**src/rtl/cardclk_pkg.sv**
```systemverilog
package cardclk_pkg;

    typedef enum logic [1:0] {
        CK_OFF   = 2'd0,
        CK_RUN   = 2'd1,
        CK_DRAIN = 2'd2
    } ck_state_t;

    // command register bit positions
    localparam int CMD_STOP  = 0;
    localparam int CMD_START = 1;
    localparam int CMD_RESET = 3;

endpackage

```
**src/rtl/cardclk_prescale.sv**
```systemverilog
module cardclk_prescale #(
    parameter int               PRE_W   = 12,
    parameter logic [PRE_W-1:0] DEF_PRE = 12'h800
) (
    input  logic             clk,
    input  logic             rst_n,
    input  logic             run,
    input  logic             restart,
    input  logic             load,
    input  logic [PRE_W-1:0] pre_in,
    output logic             tick
);
    localparam int CNT_W = PRE_W + 1;

    logic [PRE_W-1:0] pre_a;
    logic [CNT_W-1:0] pcnt;
    logic [CNT_W-1:0] lim;

    always_comb begin
        if (pre_a == '0) lim = '0;
        else             lim = {pre_a, 1'b0} - CNT_W'(1);
        tick = run && (pcnt == lim);
    end

    always_ff @(posedge clk or negedge rst_n) begin
        if (!rst_n) begin
            pcnt  <= '0;
            pre_a <= DEF_PRE;
        end else begin
            if (restart || !run || tick) pcnt <= '0;
            else                         pcnt <= pcnt + CNT_W'(1);
            if (load) pre_a <= pre_in;
        end
    end

    assert_pcnt_range_R2: assert property (@(posedge clk) disable iff (!rst_n)
        run |-> (pcnt <= lim));

endmodule

```
**src/rtl/cardclk_divide.sv**
```systemverilog
module cardclk_divide #(
    parameter int               DIV_W   = 4,
    parameter logic [DIV_W-1:0] DEF_DIV = 4'd15
) (
    input  logic             clk,
    input  logic             rst_n,
    input  logic             run,
    input  logic             restart,
    input  logic             tick,
    input  logic             load,
    input  logic [DIV_W-1:0] div_in,
    output logic             boundary,
    output logic             hi_nxt
);
    localparam int HW = DIV_W + 1;

    logic [DIV_W-1:0] div_a, div_d, div_fix;
    logic [DIV_W-1:0] dcnt, dcnt_d;
    logic [HW-1:0]    half_d;

    always_comb begin
        div_fix  = (div_in == '0) ? DIV_W'(1) : div_in;
        boundary = tick && (dcnt == div_a);
        div_d    = load ? div_fix : div_a;
        if (restart || !run) dcnt_d = '0;
        else if (boundary)   dcnt_d = '0;
        else if (tick)       dcnt_d = dcnt + DIV_W'(1);
        else                 dcnt_d = dcnt;
        half_d = ({1'b0, div_d} + HW'(1)) >> 1;
        hi_nxt = ({1'b0, dcnt_d} < half_d);
    end

    always_ff @(posedge clk or negedge rst_n) begin
        if (!rst_n) begin
            dcnt  <= '0;
            div_a <= DEF_DIV;
        end else begin
            dcnt  <= dcnt_d;
            div_a <= div_d;
        end
    end

    assert_dcnt_range_R2: assert property (@(posedge clk) disable iff (!rst_n)
        dcnt <= div_a);
    assert_div_nonzero_R4: assert property (@(posedge clk) disable iff (!rst_n)
        div_a != '0);

endmodule

```
**src/rtl/cardclk_ctrl.sv**
```systemverilog
module cardclk_ctrl
    import cardclk_pkg::*;
(
    input  logic clk,
    input  logic rst_n,
    input  logic ctl_wr,
    input  logic bit_stop,
    input  logic bit_start,
    input  logic bit_rst,
    input  logic boundary,
    output logic running,
    output logic nx_running,
    output logic restart,
    output logic srst_req,
    output logic soft_rst
);
    ck_state_t state, nx;
    logic go, halt;

    // next-state process
    always_comb begin
        srst_req = ctl_wr && bit_rst;
        go       = ctl_wr && bit_start && !bit_stop;
        halt     = ctl_wr && bit_stop;
        nx       = state;
        unique case (state)
            CK_OFF:   if (go) nx = CK_RUN;                    // START_GO
            CK_RUN:   if (halt) nx = CK_DRAIN;                // STOP_REQ
            CK_DRAIN: if (go) nx = CK_RUN;                    // STOP_CANCEL
                      else if (boundary) nx = CK_OFF;         // STOP_DONE
            default:  nx = CK_OFF;
        endcase
        if (srst_req) nx = CK_OFF;                            // ABORT
    end

    // state register process
    always_ff @(posedge clk or negedge rst_n) begin
        if (!rst_n) begin
            state    <= CK_OFF;
            soft_rst <= 1'b0;
        end else begin
            state    <= nx;
            soft_rst <= srst_req;
        end
    end

    // output process
    always_comb begin
        running    = (state != CK_OFF);
        nx_running = (nx != CK_OFF);
        restart    = srst_req || ((state == CK_OFF) && go);
    end

    assert_srst_parks_R9: assert property (@(posedge clk) disable iff (!rst_n)
        soft_rst |-> (state == CK_OFF));
    assert_drain_at_edge_R6: assert property (@(posedge clk) disable iff (!rst_n)
        (($past(state) == CK_DRAIN) && (state == CK_OFF) && !soft_rst) |-> $past(boundary));

endmodule

```
**src/rtl/cardclk_gen.sv**
```systemverilog
module cardclk_gen
    import cardclk_pkg::*;
#(
    parameter int               PRE_W   = 12,
    parameter int               DIV_W   = 4,
    parameter logic [PRE_W-1:0] DEF_PRE = 12'h800,
    parameter logic [DIV_W-1:0] DEF_DIV = 4'd15
) (
    input  logic                   clk,
    input  logic                   rst_n,
    input  logic                   wr_en,
    input  logic                   wr_sel,
    input  logic [PRE_W+DIV_W-1:0] wr_data,
    output logic                   card_clk,
    output logic                   clk_running,
    output logic                   soft_rst
);
    localparam int WD_W = PRE_W + DIV_W;

    logic             ctl_wr, rate_wr;
    logic             nx_running, restart, srst_req;
    logic             tick, boundary, hi_nxt, load;
    logic [PRE_W-1:0] pre_prog, pre_ld;
    logic [DIV_W-1:0] div_prog, div_ld;
    logic             card_clk_q;

    always_comb begin
        ctl_wr  = wr_en && !wr_sel;
        rate_wr = wr_en && wr_sel;
        load    = restart || boundary;
        pre_ld  = srst_req ? DEF_PRE : pre_prog;
        div_ld  = srst_req ? DEF_DIV : div_prog;
    end

    always_ff @(posedge clk or negedge rst_n) begin
        if (!rst_n) begin
            pre_prog   <= DEF_PRE;
            div_prog   <= DEF_DIV;
            card_clk_q <= 1'b0;
        end else begin
            if (srst_req) begin
                pre_prog <= DEF_PRE;
                div_prog <= DEF_DIV;
            end else if (rate_wr) begin
                pre_prog <= wr_data[WD_W-1:DIV_W];
                div_prog <= wr_data[DIV_W-1:0];
            end
            card_clk_q <= nx_running && hi_nxt;
        end
    end

    cardclk_ctrl u_ctrl (
        .clk        (clk),
        .rst_n      (rst_n),
        .ctl_wr     (ctl_wr),
        .bit_stop   (wr_data[CMD_STOP]),
        .bit_start  (wr_data[CMD_START]),
        .bit_rst    (wr_data[CMD_RESET]),
        .boundary   (boundary),
        .running    (clk_running),
        .nx_running (nx_running),
        .restart    (restart),
        .srst_req   (srst_req),
        .soft_rst   (soft_rst)
    );

    cardclk_prescale #(.PRE_W(PRE_W), .DEF_PRE(DEF_PRE)) u_pre (
        .clk     (clk),
        .rst_n   (rst_n),
        .run     (clk_running),
        .restart (restart),
        .load    (load),
        .pre_in  (pre_ld),
        .tick    (tick)
    );

    cardclk_divide #(.DIV_W(DIV_W), .DEF_DIV(DEF_DIV)) u_div (
        .clk      (clk),
        .rst_n    (rst_n),
        .run      (clk_running),
        .restart  (restart),
        .tick     (tick),
        .load     (load),
        .div_in   (div_ld),
        .boundary (boundary),
        .hi_nxt   (hi_nxt)
    );

    assign card_clk = card_clk_q;

    assert_gated_low_R1: assert property (@(posedge clk) disable iff (!rst_n)
        !clk_running |-> !card_clk);
    assert_start_high_R5: assert property (@(posedge clk) disable iff (!rst_n)
        $rose(clk_running) |-> card_clk);
    assert_stop_low_R6: assert property (@(posedge clk) disable iff (!rst_n)
        ($fell(clk_running) && !soft_rst) |-> !$past(card_clk));

endmodule

```
**config.mk**
```make
export PLATFORM = sky130hd
export DESIGN_NAME = cardclk_gen
export DESIGN_NICKNAME = d
export VERILOG_FILES = /design/src/rtl/cardclk_pkg.sv /design/src/rtl/cardclk_prescale.sv /design/src/rtl/cardclk_divide.sv /design/src/rtl/cardclk_ctrl.sv /design/src/rtl/cardclk_gen.sv
export SDC_FILE = /design/constraint.sdc
export NUM_CORES = 1
export LEC_CHECK = 0
export ABC_CLOCK_PERIOD_IN_PS = 5610
export BUFFER_PORTS_ARGS = -buffer_cell sky130_fd_sc_hd__buf_4
export CAP_MARGIN = 10
export CORE_UTILIZATION = 60
export DETAILED_ROUTE_END_ITERATION = 10
export HOLD_SLACK_MARGIN = 0.08
export PLACE_DENSITY = 0.79
export SYNTH_ARGS = -nofsm -noshare
export SYNTH_HDL_FRONTEND = slang
export SYNTH_SLANG_ARGS = --single-unit
```
**constraint.sdc**
```tcl
create_clock -name clk -period 5.61 [get_ports clk]
set_clock_uncertainty 0.05 [all_clocks]
set_input_delay 0.561 -clock clk [delete_from_list [all_inputs] [get_ports clk]]
set_output_delay 0.561 -clock clk [all_outputs]
set_load 0.005 [all_outputs]
```
### Word level (Yosys, flattened, before mapping)

Index checks and enable logic that the tools add are counted.
W data, S select, Z words.

| storage, ports and cells | value |
|---|---|
| register bits | 53 |
| bits of input ports | 20 |
| word-level logic and storage cells | 60 |

| cells by class | value |
|---|---|
| $add $sub $neg | 4 |
| order comparisons | 1 |
| equal/unequal tests | 4 |
| muxes and demuxes | 19 |
| reductions and logical operators | 23 |

Operator list:

| kind | number |
|---|---|
| $mux W12 | 3 |
| $mux W4 | 8 |
| $mux W13 | 2 |
| $add A13 B1 Y13 const B | 1 |
| $eq A13 B13 Y1 | 1 |
| $sub A13 B1 Y13 const B | 1 |
| $logic_not A12 Y1 | 1 |
| $logic_and A1 B1 Y1 | 10 |
| $mux W2 | 5 |
| $pmux W2 S3 | 1 |
| $reduce_bool A2 Y1 | 3 |
| $add A4 B1 Y5 const B | 1 |
| $add A4 B1 Y4 const B | 1 |
| $eq A4 B4 Y1 | 1 |
| $logic_not A4 Y1 | 1 |
| $logic_or A1 B1 Y1 | 4 |
| $lt A4 B4 Y1 | 1 |
| $logic_not A1 Y1 | 3 |
| $eq A2 B1 Y1 const B | 1 |
| $eq A2 B2 Y1 const B | 1 |
| $logic_not A2 Y1 | 1 |

### Depth between registers and ports, before layout

Gate-level depths: netlist of run 1.

| depth | value |
|---|---|
| depth in word-level cells | 11 |
| depth in mapped cells | 20 |
| mapped depth without buffers | 19 |

### Modules after synthesis

Synthesis of run 1 repeated with hierarchy kept, for this count alone.

| unflattened totals | value |
|---|---|
| cell total of the unflattened synthesis | 322 |
| area total of the unflattened synthesis | 3,319.4 µm² |

By module, submodules not included:

| module | instances | cells each | area each (µm²) |
|---|---|---|---|
| cardclk_prescale | 1 | 181 | 1,692.9 |
| cardclk_gen | 1 | 74 | 897.1 |
| cardclk_divide | 1 | 49 | 548.0 |
| cardclk_ctrl | 1 | 18 | 181.4 |

### Worst setup path before layout of run 1

OpenSTA, ideal clock, no wires.

| path | value |
|---|---|
| path type | flip-flop to flip-flop |
| start | register u_pre.pre_a[0] |
| end | register card_clk_q (netlist: card_clk) |
| setup time | 0.110 ns |
| data arrival time | 3.866 ns |
| slack | 1.583 ns |
| cell stages (with the launch flop) | 20 |
| path buffers | 1 |
| clock period less this slack | 4.027 ns |
| cell sequence | dfrtp_1 inv_1 ha_1 or3b_1 a2111oi_2 o21ai_0 a22oi_1 nand4b_4 o21ai_2 buf_2 nor2_1 a21oi_1 ha_1 nand2_1 ha_1 a21oi_1 nand2_1 a21oi_1 o21ai_0 o41ai_1 |

RTL lines:

| element | line | text |
|---|---|---|
| from (decl) | cardclk_prescale.sv:15 | `logic [PRE_W-1:0] pre_a;` |
| from (signal assigned) | cardclk_prescale.sv:32 | `if (load) pre_a <= pre_in;` |
| $sub A13 B1 Y13 or $logic_not A12 Y1 (tied branches) | cardclk_prescale.sv:21, cardclk_prescale.sv:20 |  |
| $mux W13 * | cardclk_prescale.sv:20 | `if (pre_a == '0) lim = '0;` |
| $eq A13 B13 Y1 * | cardclk_prescale.sv:22 | `tick = run && (pcnt == lim);` |
| $logic_and A1 B1 Y1 * | cardclk_prescale.sv:22 |  |
| $logic_and A1 B1 Y1 * | cardclk_divide.sv:23 | `boundary = tick && (dcnt == div_a);` |
| $logic_or A1 B1 Y1 * | cardclk_gen.sv:30 | `load = restart \|\| boundary;` |
| $mux W4 * | cardclk_divide.sv:24 | `div_d = load ? div_fix : div_a;` |
| named net u_div.div_d[1] | cardclk_divide.sv:17 | `logic [DIV_W-1:0] div_a, div_d, div_fix;` |
| $add A4 B1 Y5 * | cardclk_divide.sv:29 | `half_d = ({1'b0, div_d} + HW'(1)) >> 1;` |
| $lt A4 B4 Y1 * | cardclk_divide.sv:30 | `hi_nxt = ({1'b0, dcnt_d} < half_d);` |
| $logic_and A1 B1 Y1 * | cardclk_gen.sv:48 | `card_clk_q <= nx_running && hi_nxt;` |
| to (signal assigned) | cardclk_gen.sv:48 |  |
| to (decl) | cardclk_gen.sv:25 | `logic card_clk_q;` |

The timed path passes the listed nets; every way through them passes the cells marked *.
A chain may end at the register's enable or synchronous reset.

### Worst setup path in the final report of run 1

Ends and elaborated chain as after synthesis.

==> results.ini, run 1 <==
[floorplan]
die_h_um = 75.3
std_cell_rows = 26
dieArea_mm2 = 0.00567
ioPinCount = 23
core_mm2 = 0.00514
dieWidth_um = 75.3
initial_core_util_pct = 62.7

[critical_path]
critPathBufInv = 1
crit_fanout = 16
worstSetupPathType = register to register
crit_path_cell_trace = inv_1 -> ha_1 -> nor3b_4 -> and4_1 -> a211oi_1 -> nor4_2 -> nand4b_4 -> o21ai_2 -> nor2_1 -> a21oi_1 -> ha_1 -> nand2_1 -> ha_1 -> a21oi_1 -> nand2_1 -> a21oi_1 -> o21ai_0 -> o41ai_1
startpoint_type = register
crit_path_end_kind = register
worstPathArrival_ns = 4.72
critPathTopFamily = simple AND/OR/NAND/NOR gates
worstPathRequired_ns = 5.77
cpPeakStageDelay_ns = 0.54
cp_slowest_cell = o21ai_2

[yosys]
synth.avg_cell_area_um2 = 8.79
synthFlopType = dfrtp_1
synth-edff-count = 0
synth_seq_cells = 53
synth_fp_nets = 394
synth_area_leaders = dfrtp_1 33%, dfstp_2 8.1%, nand2_1 5.7%, nand3_1 5.3%, nor2_1 4.3%
async_flop_share_pct = 100
synth_cells = 367
ys_types = 65
synth.cell_area_mm2 = 0.00322
yosysSeqAreaShare_pct = 41.5
synth.largest_area_cell = dfrtp_1
yosys_warnings = 0
synth.top_cell.area_share_pct = 33.4

[pwr]
p_leak_nw = 1.60
seqPwrFrac_pct = 44.1
totalPowerFinal_mw = 1.21
p_int_uw = 763
p_sw_uw = 447
p_per_area_mw_per_mm2 = 343
vdd_drop_max_mv = 0.218
swShare_pct = 37.0
clockPowerShare_pct = 21.7
combPwrFrac_pct = 34.2

[cts]
clk-insertion-delay-late_ns = 0.31
clk_pin_slew_ns = 0.10
cts_tree = done
cts-hold-fix-buffers = 0
clock-root-buffer = clkbuf_8
cts.sinks = 53
post_cts_buffers = 0
htreeDepth = 2
numCtsBuffers = 5
cts-resized-gates = 0
clk_path_buf_depth = 2

[sta]
drv_slew = 0
fmax_ghz = 0.219
max_slew_margin_pct = 56.3
grt_setup_unrepaired = false
setup_tns_ns = 0
worst_pin_slew_ns = 0.655
fin_crit_ns = 4.56
setup_viol_count_final = 0
finalCritPeriodShare_pct = 81.3
finalHoldViolCount = 0

[layout]
layout.cells.most_common_list = 49 x nand2_1, 43 x dfrtp_1, 37 x nor2_1
n_fill_cell = 445
area_delta_synth_final_pct = 9.55
num_antenna_cells = 0
nNetsFinal = 411
drive_above_1_share_pct = 14.5
layout_commonest_cell = nand2_1
fin_util_pct = 68.7

[drt]
drtPass1Iterations = 5
num_vias = 2782
drtAntennaViolNets = 0
drt_iter0_markers = 199
wire_per_inst_um = 15.5
drt-total-wl_mm = 7.06
viasPerCell = 6.11
drc_errors = 0

[placement]
globalplace.congestion = 0.981
hpwl_mm = 5.14
port-buffer-count = 22

[outcome]
outcome = finished, final reports clean

[global_routing]
grt_first_pass_wirelength_mm = 11.7
grt-ovfl-total = 0
grt_pass1_vias = 2470
antenna_found_initial = 0
grt_max_degree = 54
gr-usage-all-layers_pct = 27.5

[hold_path]
holdCritPathClass = input port to asynchronous set/reset pin

[flow_run]
max_cap_violations = 0

-- power groups by stage --
| stage | Clock (mW) | Combinational (mW) | Sequential [mW] |
|---|---|---|---|
| floorplan | 0 | 0.344 | 0.498 |
| global placement | 0 | 0.406 | 0.537 |
| detailed placement | 0 | 0.406 | 0.538 |
| CTS | 0.267 | 0.411 | 0.531 |
| global route | 0.284 | 0.462 | 0.544 |
| finish | 0.263 | 0.414 | 0.533 |
-- cell families after synthesis --
group | after synthesis | synth area share (%)
adders and majority gates | 7 | 2.72
DFF | 53 | 41.5
muxes | 6 | 1.90
buffers and inverters | 37 | 5.01
AOI/OAI and AO/OA | 72 | 15.0
xor gates and xnor gates | 21 | 5.70
and+or+nand+nor | 171 | 28.1
-- flip-flops by register name (all words and copies together), names as in the netlist --
| signal | count |
|---|---|
| u_ctrl.soft_rst | 1 |
| u_div.dcnt | 4 |
| div_prog | 4 |
| card_clk | 1 |
| u_pre.pcnt | 13 |
| pre_prog | 12 |
| u_ctrl.state | 2 |
| u_pre.pre_a | 12 |
| u_div.div_a | 4 |
-- layout make-up --
class / instances / area [um2] / share of cell area, %
clock buffers: 6 / 72.6 / 2.05
clock inverters: 2 / 38.8 / 1.10
inverters: 22 / 82.6 / 2.34
multi-input cells: 277 / 1720 / 48.8
flip-flops and latches: 53 / 1340 / 37.9
well taps: 70 / 87.6 / 2.48
repair buffers: 25 / 188 / 5.31
-- stage by stage --
stage                     instance area, um2  cells  hold WS, ns  worst slack (ns)
after detailed placement                3420    447        0.424              1.11
final                                   3530    455        0.222              1.05
after floorplan                         3220    367        0.215              1.58
after CTS                               3530    455        0.245              1.07
after global placement                  3420    447        0.421              1.30
after global routing                    3530    455        0.290             0.624
-- final timing paths --
check | from | end | slack, ns | cells past startpoint
min in group clk | wr_data[13] | pre_prog[9]$_DFFE_PN0P_ | 0.38 | 3
setup reg to reg | u_pre.pre_a[0]$_DFFE_PN0N_ | card_clk$_DFF_PN0_ | 1.05 | 18
hold / removal | rst_n | u_div.dcnt[1]$_DFF_PN0_ | 0.22 | 1
setup / recovery | u_pre.pre_a[0]$_DFFE_PN0N_ | card_clk$_DFF_PN0_ | 1.05 | 18
max in group asynchronous | rst_n | u_pre.pre_a[2]$_DFFE_PN0N_ | 4.85 | 1
hold reg to reg | pre_prog[11]$_DFFE_PN1P_ | pre_prog[11]$_DFFE_PN1P_ | 0.44 | 2
-- per-layer routing --
metal,track usage (%),up-vias,wire [um]
met5,0,-,0
met4,8.85,0,142
met3,5.42,19,387
met2,41.9,110,3200
met1,39.7,1318,3330
li1,-,1335,-
-- cells in the mapped netlist, types with 4 or more instances --
cell	n
nand2_1	49
nor2_1	37
o21ai_0	23
a21oi_1	12
nor3_1	7
and3_1	5
xor2_1	12
xnor2_1	9
dfstp_2	10
inv_1	21
ha_1	7
buf_2	6
mux2i_1	5
dfrtp_1	43
or3_1	5
a211oi_1	4
nand3_1	34
nor4_1	4
clkbuf_1	7
(Power assumes the default switching activity.)
==> inputs of run 2 (changes only) <==
- ABC_CLOCK_PERIOD_IN_PS: 5610 -> 3900
- CORE_UTILIZATION: 60 -> 55
- PLACE_DENSITY: 0.79 -> 0.77
- clock period: 5.61 -> 3.9 ns (I/O delays scaled with it)
==> results.ini, run 2 (synthesized netlist as in run 1, its figures left out) <==
[floorplan]
dieWidth_um = 78.6  ; +4.3%
std_cell_rows = 27  ; +3.8%
die_h_um = 78.6  ; +4.3%
core_mm2 = 0.00557  ; +8.4%
ioPinCount = 23  ; unchanged
dieArea_mm2 = 0.00617  ; +8.8%
initial_core_util_pct = 57.8  ; -4.9 points

[sta]
drv_slew = 0  ; unchanged
setup_viol_count_final = 0  ; unchanged
finalHoldViolCount = 0  ; unchanged
fmax_ghz = 0.258  ; +18%
worst_pin_slew_ns = 0.645  ; -0.00957 ns
finalCritPeriodShare_pct = 99.5  ; +18 points
fin_crit_ns = 3.88  ; -0.681 ns
max_slew_margin_pct = 57.0  ; +0.66 points
grt_setup_unrepaired = true

[layout]
regMostFlops = u_pre.pcnt
area_delta_synth_final_pct = 21.5
layout_commonest_cell = buf_4
nNetsFinal = 439  ; +6.8%
multiInputGateArea_mm2 = 0.00187  ; +8.6%
n_fill_cell = 414  ; -7.0%
post_layout_nonfiller_instances = 485  ; +6.6%
layout.cells.most_common_list = 49 x buf_4, 48 x nand2_1, 41 x dfrtp_1
drive_above_1_share_pct = 26.9  ; +12 points
largest_reg_flops = 13  ; unchanged
num_antenna_cells = 0  ; unchanged
seqCellArea_mm2 = 0.00134  ; +0.19%
fin_util_pct = 70.3  ; +1.6 points
reg_top3 = u_pre.pcnt: 13 flops, pre_prog: 12 flops, u_pre.pre_a: 12 flops

[drt]
drt-total-wl_mm = 7.45  ; +5.5%
wl_met2_mm = 3.42  ; +6.8%
drt_iter0_markers = 170  ; -15%
wire_per_inst_um = 15.4  ; -1.0%
wl_met3_um = 369  ; -4.7%
drtAntennaViolNets = 0  ; unchanged
num_vias = 2869  ; +3.1%
maxUsedRoutingLayer = met4
wirelength_met1_mm = 3.48  ; +4.7%
drtPass1Iterations = 5  ; unchanged
drc_errors = 0  ; unchanged
viasPerCell = 5.92  ; -3.3%

[cts]
clk_path_buf_depth = 2  ; unchanged
clock-root-buffer = clkbuf_8
clk_pin_slew_ns = 0.11  ; about the same
htreeDepth = 2  ; unchanged
numCtsBuffers = 5  ; unchanged
cts.sinks = 53  ; unchanged
clk-insertion-delay-late_ns = 0.31  ; about the same
cts_tree = done

[placement]
globalplace.congestion = 0.946  ; -3.5%
hpwl_mm = 5.25  ; +2.1%
port-buffer-count = 22  ; unchanged
post-place-cells = 468  ; +4.7%

[global_routing]
gr-usage-all-layers_pct = 25.2  ; -2.4 points
grt_first_pass_wirelength_mm = 12.1  ; +3.4%
grt-ovfl-total = 0  ; unchanged
antenna_found_initial = 0  ; unchanged
grt_pass1_vias = 2555  ; +3.4%
grt_max_degree = 54  ; unchanged

[pwr]
vdd_drop_max_mv = 0.294  ; +35%
p_int_mw = 1.24  ; +62%
swShare_pct = 36.8  ; -0.18 points
p_sw_uw = 718  ; +61%
seqPwrFrac_pct = 37.5  ; -6.6 points
p_per_area_mw_per_mm2 = 499  ; +46%
combPwrFrac_pct = 42.4  ; +8.2 points
clockPowerShare_pct = 20.1  ; -1.6 points
p_leak_nw = 1.77  ; +11%

[critical_path]
worstPathArrival_ns = 4.04  ; -0.68 ns
worstPathRequired_ns = 4.07  ; -1.70 ns
crit_path_end_kind = register
startpoint_type = register
worstSetupPathType = register to register
crit_fanout = 6  ; -10

[outcome]
outcome = finished, final reports clean

[hold_path]
holdCritPathClass = input port to register

[flow_run]
max_cap_violations = 0  ; unchanged

-- run 2: cell types whose count changed in the layout (fill, tap and decap cells not counted), moves of 2 or more --
cell and delta:
ha_2 +2, mux2i_1 -2, ha_1 -3, buf_6 +2, nor2_2 +2, a21oi_2 +4, a21oi_1 -5, nor2_1 -2
dfrtp_2 +2, dfrtp_1 -2, o21ai_0 -2, buf_4 +24
-- run 2: final cells by class --
type | instances | share of cell area [%]
well taps | 72 | 2.30
flip-flops and latches | 53 | 34.2
multi-input cells | 277 | 47.8
clock buffers | 5 | 1.76
inverters | 22 | 2.11
repair buffers | 53 | 10.6
clock inverters | 3 | 1.21
-- run 2: timing repair --
action / 4_1_cts / 5_1_grt
pin swaps: 1 / 7
hold buffers: 1 / 0
buffers inserted: 1 / 7
endpoints found under the hold margin: 41 / 0
endpoints found under the setup margin: 1 / 1
resized for setup: 7 / 28
-- run 2: final timing paths --
check                           slack (ns)                       start  cells after the start                    endpoint
worst min-delay path                  0.20                  wr_data[9]                      3     pre_prog[5]$_DFFE_PN0P_
worst min register to register        0.43    pre_prog[11]$_DFFE_PN1P_                      2    pre_prog[11]$_DFFE_PN1P_
worst max register to register        0.02  u_pre.pre_a[0]$_DFFE_PN0N_                     18          card_clk$_DFF_PN0_
worst max-delay path                  0.02  u_pre.pre_a[0]$_DFFE_PN0N_                     18          card_clk$_DFF_PN0_
min in group asynchronous             0.59                       rst_n                      2     u_pre.pcnt[7]$_DFF_PN0_
max in group asynchronous             2.75                       rst_n                      2  u_pre.pre_a[2]$_DFFE_PN0N_
-- run 2: per-layer routing --
| metal | vias up | GRT usage (%) |
|---|---|---|
| met4 | 0 | 8.52 |
| li1 | 1389 | - |
| met5 | - | 0 |
| met1 | 1371 | 36.3 |
| met3 | 18 | 4.30 |
| met2 | 91 | 38.0 |
-- run 2: per-stage QoR --
stage          hold slack, ns  setup slack (ns)  TNS (ns)  total power [mW]  area (um2)
3_5_place_dp            0.412           -0.0921   -0.0921              1.45        3580
4_1_cts                 0.197           -0.0206   -0.0206              1.85        3730
5_1_grt                 0.198            -0.209    -0.209              2.07        3920
2_1_floorplan          0.0444            0.0157         0              1.22        3240
6_report                0.202            0.0208         0              1.95        3920
3_3_place_gp            0.412            0.0142         0              1.44        3580
-- run 2: worst max-delay path, stage by stage (launching register included) --
cell	delay (ns)
dfrtp_1	0.40
buf_6	0.14
or4_4	0.53
or3_4	0.38
a211oi_2	0.24
o32ai_2	0.11
nand4b_4	0.25
o21ai_4	0.30
nor2_2	0.08
a21oi_2	0.14
ha_2	0.21
nand2_2	0.07
ha_4	0.23
a21oi_2	0.13
nand2_1	0.08
a21oi_2	0.14
o21ai_2	0.08
o21bai_1	0.16
o41ai_2	0.05
-- run 2: power groups by stage --
| stage | clock (mW) | sequential, mW | combinational [mW] |
|---|---|---|---|
| final | 0.393 | 0.733 | 0.828 |
| after floorplan | 0 | 0.716 | 0.500 |
| after global placement | 0 | 0.731 | 0.704 |
| after detailed placement | 0 | 0.737 | 0.710 |
| after global routing | 0.420 | 0.745 | 0.911 |
| after CTS | 0.399 | 0.729 | 0.722 |
==> inputs of run 3 (changes only) <==
- CELL_PAD_IN_SITES_DETAIL_PLACEMENT: default -> 0
- CELL_PAD_IN_SITES_GLOBAL_PLACEMENT: default -> 1
- CORE_UTILIZATION: 55 -> 42
- PLACE_DENSITY: 0.77 -> default
- PLACE_DENSITY_LB_ADDON: default -> 0.1
==> results.ini, run 3 (synthesized netlist as in run 1, its figures left out) <==
[hold_path]
holdCritPathClass = input port to asynchronous set/reset pin

[sta]
worst_pin_slew_ns = 0.692  ; +0.0464 ns
drv_slew = 0  ; unchanged
grt_setup_unrepaired = true
finalCritPeriodShare_pct = 100  ; +0.69 points
finalHoldViolCount = 0  ; unchanged
fmax_ghz = 0.256  ; -0.69%
setup_viol_count_final = 1  ; +1
setup_ws_ns = -0.00615  ; -0.0269 ns
max_slew_margin_pct = 53.9  ; -3.1 points
fin_crit_ns = 3.91  ; +0.0269 ns

[placement]
pre_cts_ws_ns = -0.0161  ; +0.0760 ns
globalplace.congestion = 0.944  ; -0.25%
dpl_cell_area_mm2 = 0.00362  ; +1.4%
hpwl_mm = 5.47  ; +4.3%
post-place-cells = 497  ; +6.2%
port-buffer-count = 22  ; unchanged

[flow_run]
max_cap_violations = 0  ; unchanged

[critical_path]
reg2reg_slack_ns = -0.006  ; -0.03 ns
cpPeakStageDelay_ns = 0.53  ; about the same
startpoint_type = register
worstPathArrival_ns = 4.08  ; +0.04 ns
ff2ff_path_depth = 17  ; -1
worstSetupPathType = register to register
critPathBufInv = 1  ; unchanged
critPathTopFamily = compound AO/OA/AOI/OAI gates
timing.rr.start = u_pre.pre_a[1]$_DFFE_PN0N_
crit_path_cell_trace = buf_6 -> or4_4 -> or3_4 -> a211oi_2 -> o32ai_2 -> nand4b_4 -> o21ai_4 -> nor2_2 -> a21oi_2 -> ha_2 -> nand2_2 -> ha_4 -> a21oi_2 -> nand2_1 -> a21oi_1 -> o21ai_1 -> o41ai_2
crit_path_end_kind = register
r2r_end = card_clk$_DFF_PN0_
cp_slowest_cell = or4_4
cpMostUsedCell = a21oi_2
worstPathRequired_ns = 4.07  ; about the same
crit_fanout = 5  ; -1

[layout]
post_layout_nonfiller_instances = 511  ; +5.4%
area_delta_synth_final_pct = 21.5  ; unchanged
design_area_mm2 = 0.00392  ; unchanged
regMostFlops = u_pre.pcnt
layout_commonest_cell = buf_4
num_antenna_cells = 0  ; unchanged
drive_above_1_share_pct = 26.2  ; -0.66 points
reg_top3 = u_pre.pcnt: 13 flops, pre_prog: 12 flops, u_pre.pre_a: 12 flops
layout.cells.most_common_list = 49 x buf_4, 48 x nand2_1, 41 x dfrtp_1
nNetsFinal = 438  ; -0.23%
n_fill_cell = 692  ; +67%
largest_reg_flops = 13  ; unchanged

[floorplan]
std_cell_rows = 31  ; +15%
dieWidth_um = 89.6  ; +14%
die_h_um = 89.6  ; +14%
initial_core_util_pct = 44.0  ; -14 points
dieArea_mm2 = 0.00803  ; +30%
core_mm2 = 0.00733  ; +32%
ioPinCount = 23  ; unchanged

[cts]
numCtsBuffers = 5  ; unchanged
clk-insertion-delay-late_ns = 0.31  ; about the same
htreeDepth = 2  ; unchanged
cts.sinks = 53  ; unchanged
clock-root-buffer = clkbuf_8
clk_pin_slew_ns = 0.11  ; about the same
clk_path_buf_depth = 2  ; unchanged
cts_tree = done

[outcome]
violations = setup timing
outcome = finished, violations left

[global_routing]
grt_max_degree = 54  ; unchanged
grt_first_pass_wirelength_mm = 12.4  ; +2.6%
grt_pass1_vias = 2451  ; -4.1%
gr-usage-all-layers_pct = 20.3  ; -4.9 points
antenna_found_initial = 0  ; unchanged
grt-ovfl-total = 0  ; unchanged

[drt]
wire_per_inst_um = 14.9  ; -3.0%
viasPerCell = 5.42  ; -8.3%
drtAntennaViolNets = 0  ; unchanged
drc_errors = 0  ; unchanged
num_vias = 2772  ; -3.4%
drt-total-wl_mm = 7.61  ; +2.2%
drtPass1Iterations = 6  ; +1
drt_iter0_markers = 160  ; -5.9%

[pwr]
vdd_drop_max_mv = 0.259  ; -12%
p_leak_nw = 1.76  ; -0.47%
p_per_area_mw_per_mm2 = 499  ; about the same

-- run 3: how the worst max path moves through the flow --
stage | to | cells after the start | from | slack (ns)
after floorplan | card_clk$_DFF_PN0_ | 19 | u_pre.pre_a[0]$_DFFE_PN0N_ | 0.02
after global placement | card_clk$_DFF_PN0_ | 15 | u_pre.pre_a[0]$_DFFE_PN0N_ | 0.07
after detailed placement | card_clk$_DFF_PN0_ | 16 | u_pre.pre_a[0]$_DFFE_PN0N_ | -0.02
after CTS | card_clk$_DFF_PN0_ | 15 | u_pre.pre_a[0]$_DFFE_PN0N_ | 0.007
after global routing | card_clk$_DFF_PN0_ | 17 | u_pre.pre_a[1]$_DFFE_PN0N_ | -0.18
final | card_clk$_DFF_PN0_ | 17 | u_pre.pre_a[1]$_DFFE_PN0N_ | -0.006
-- run 3: layout make-up --
class,count,area (um2),area share [%]
Multi-Input combinational cell,277,1850,47.3
Tap cell,99,124,3.16
Inverter,22,82.6,2.11
Timing Repair Buffer,52,402,10.3
Sequential cell,53,1340,34.2
Clock inverter,3,47.5,1.21
Clock buffer,5,68.8,1.76
-- run 3: stage by stage --
stage	hold slack [ns]	setup TNS, ns	power [mW]	utilization [%]
after floorplan	0.0444	0	1.22	-
after global placement	0.423	0	1.47	49.4
after detailed placement	0.430	-0.0161	1.47	49.4
after CTS	0.0863	0	1.88	51.3
after global routing	0.106	-0.177	2.08	53.4
final	0.0532	-0.00615	1.96	53.4
-- run 3: routing by layer --
metal  global-route usage, %  routed length, um
met4                    4.91                150
met3                    3.75                239
met1                    30.7               3950
met5                       0                  0
met2                    29.8               3270
-- run 3: timing repair --
action,4_1_cts,5_1_grt
pin swaps,1,15
endpoints found under the setup margin,1,1
resized for setup,3,28
cloned,0,0
setup buffers,0,6
hold buffers,0,0
endpoints found under the hold margin,0,0
-- run 3: worst register-to-register path: cells and delay by family, from the launching register on --
kind | cells | cell delay [ns]
AO/OA/AOI/OAI | 8 | 1.41
AND/OR/NAND/NOR | 6 | 1.36
adder cells (fa/ha/maj) | 2 | 0.46
flip-flops | 1 | 0.40
buffers and inverters | 1 | 0.13
-- run 3: power by group --
part | internal [mW] | leakage (nW) | switching [mW]
clock network | 0.196 | 0.0591 | 0.202
registers | 0.646 | 0.668 | 0.0937
logic | 0.392 | 1.03 | 0.426
total | 1.23 | 1.76 | 0.721
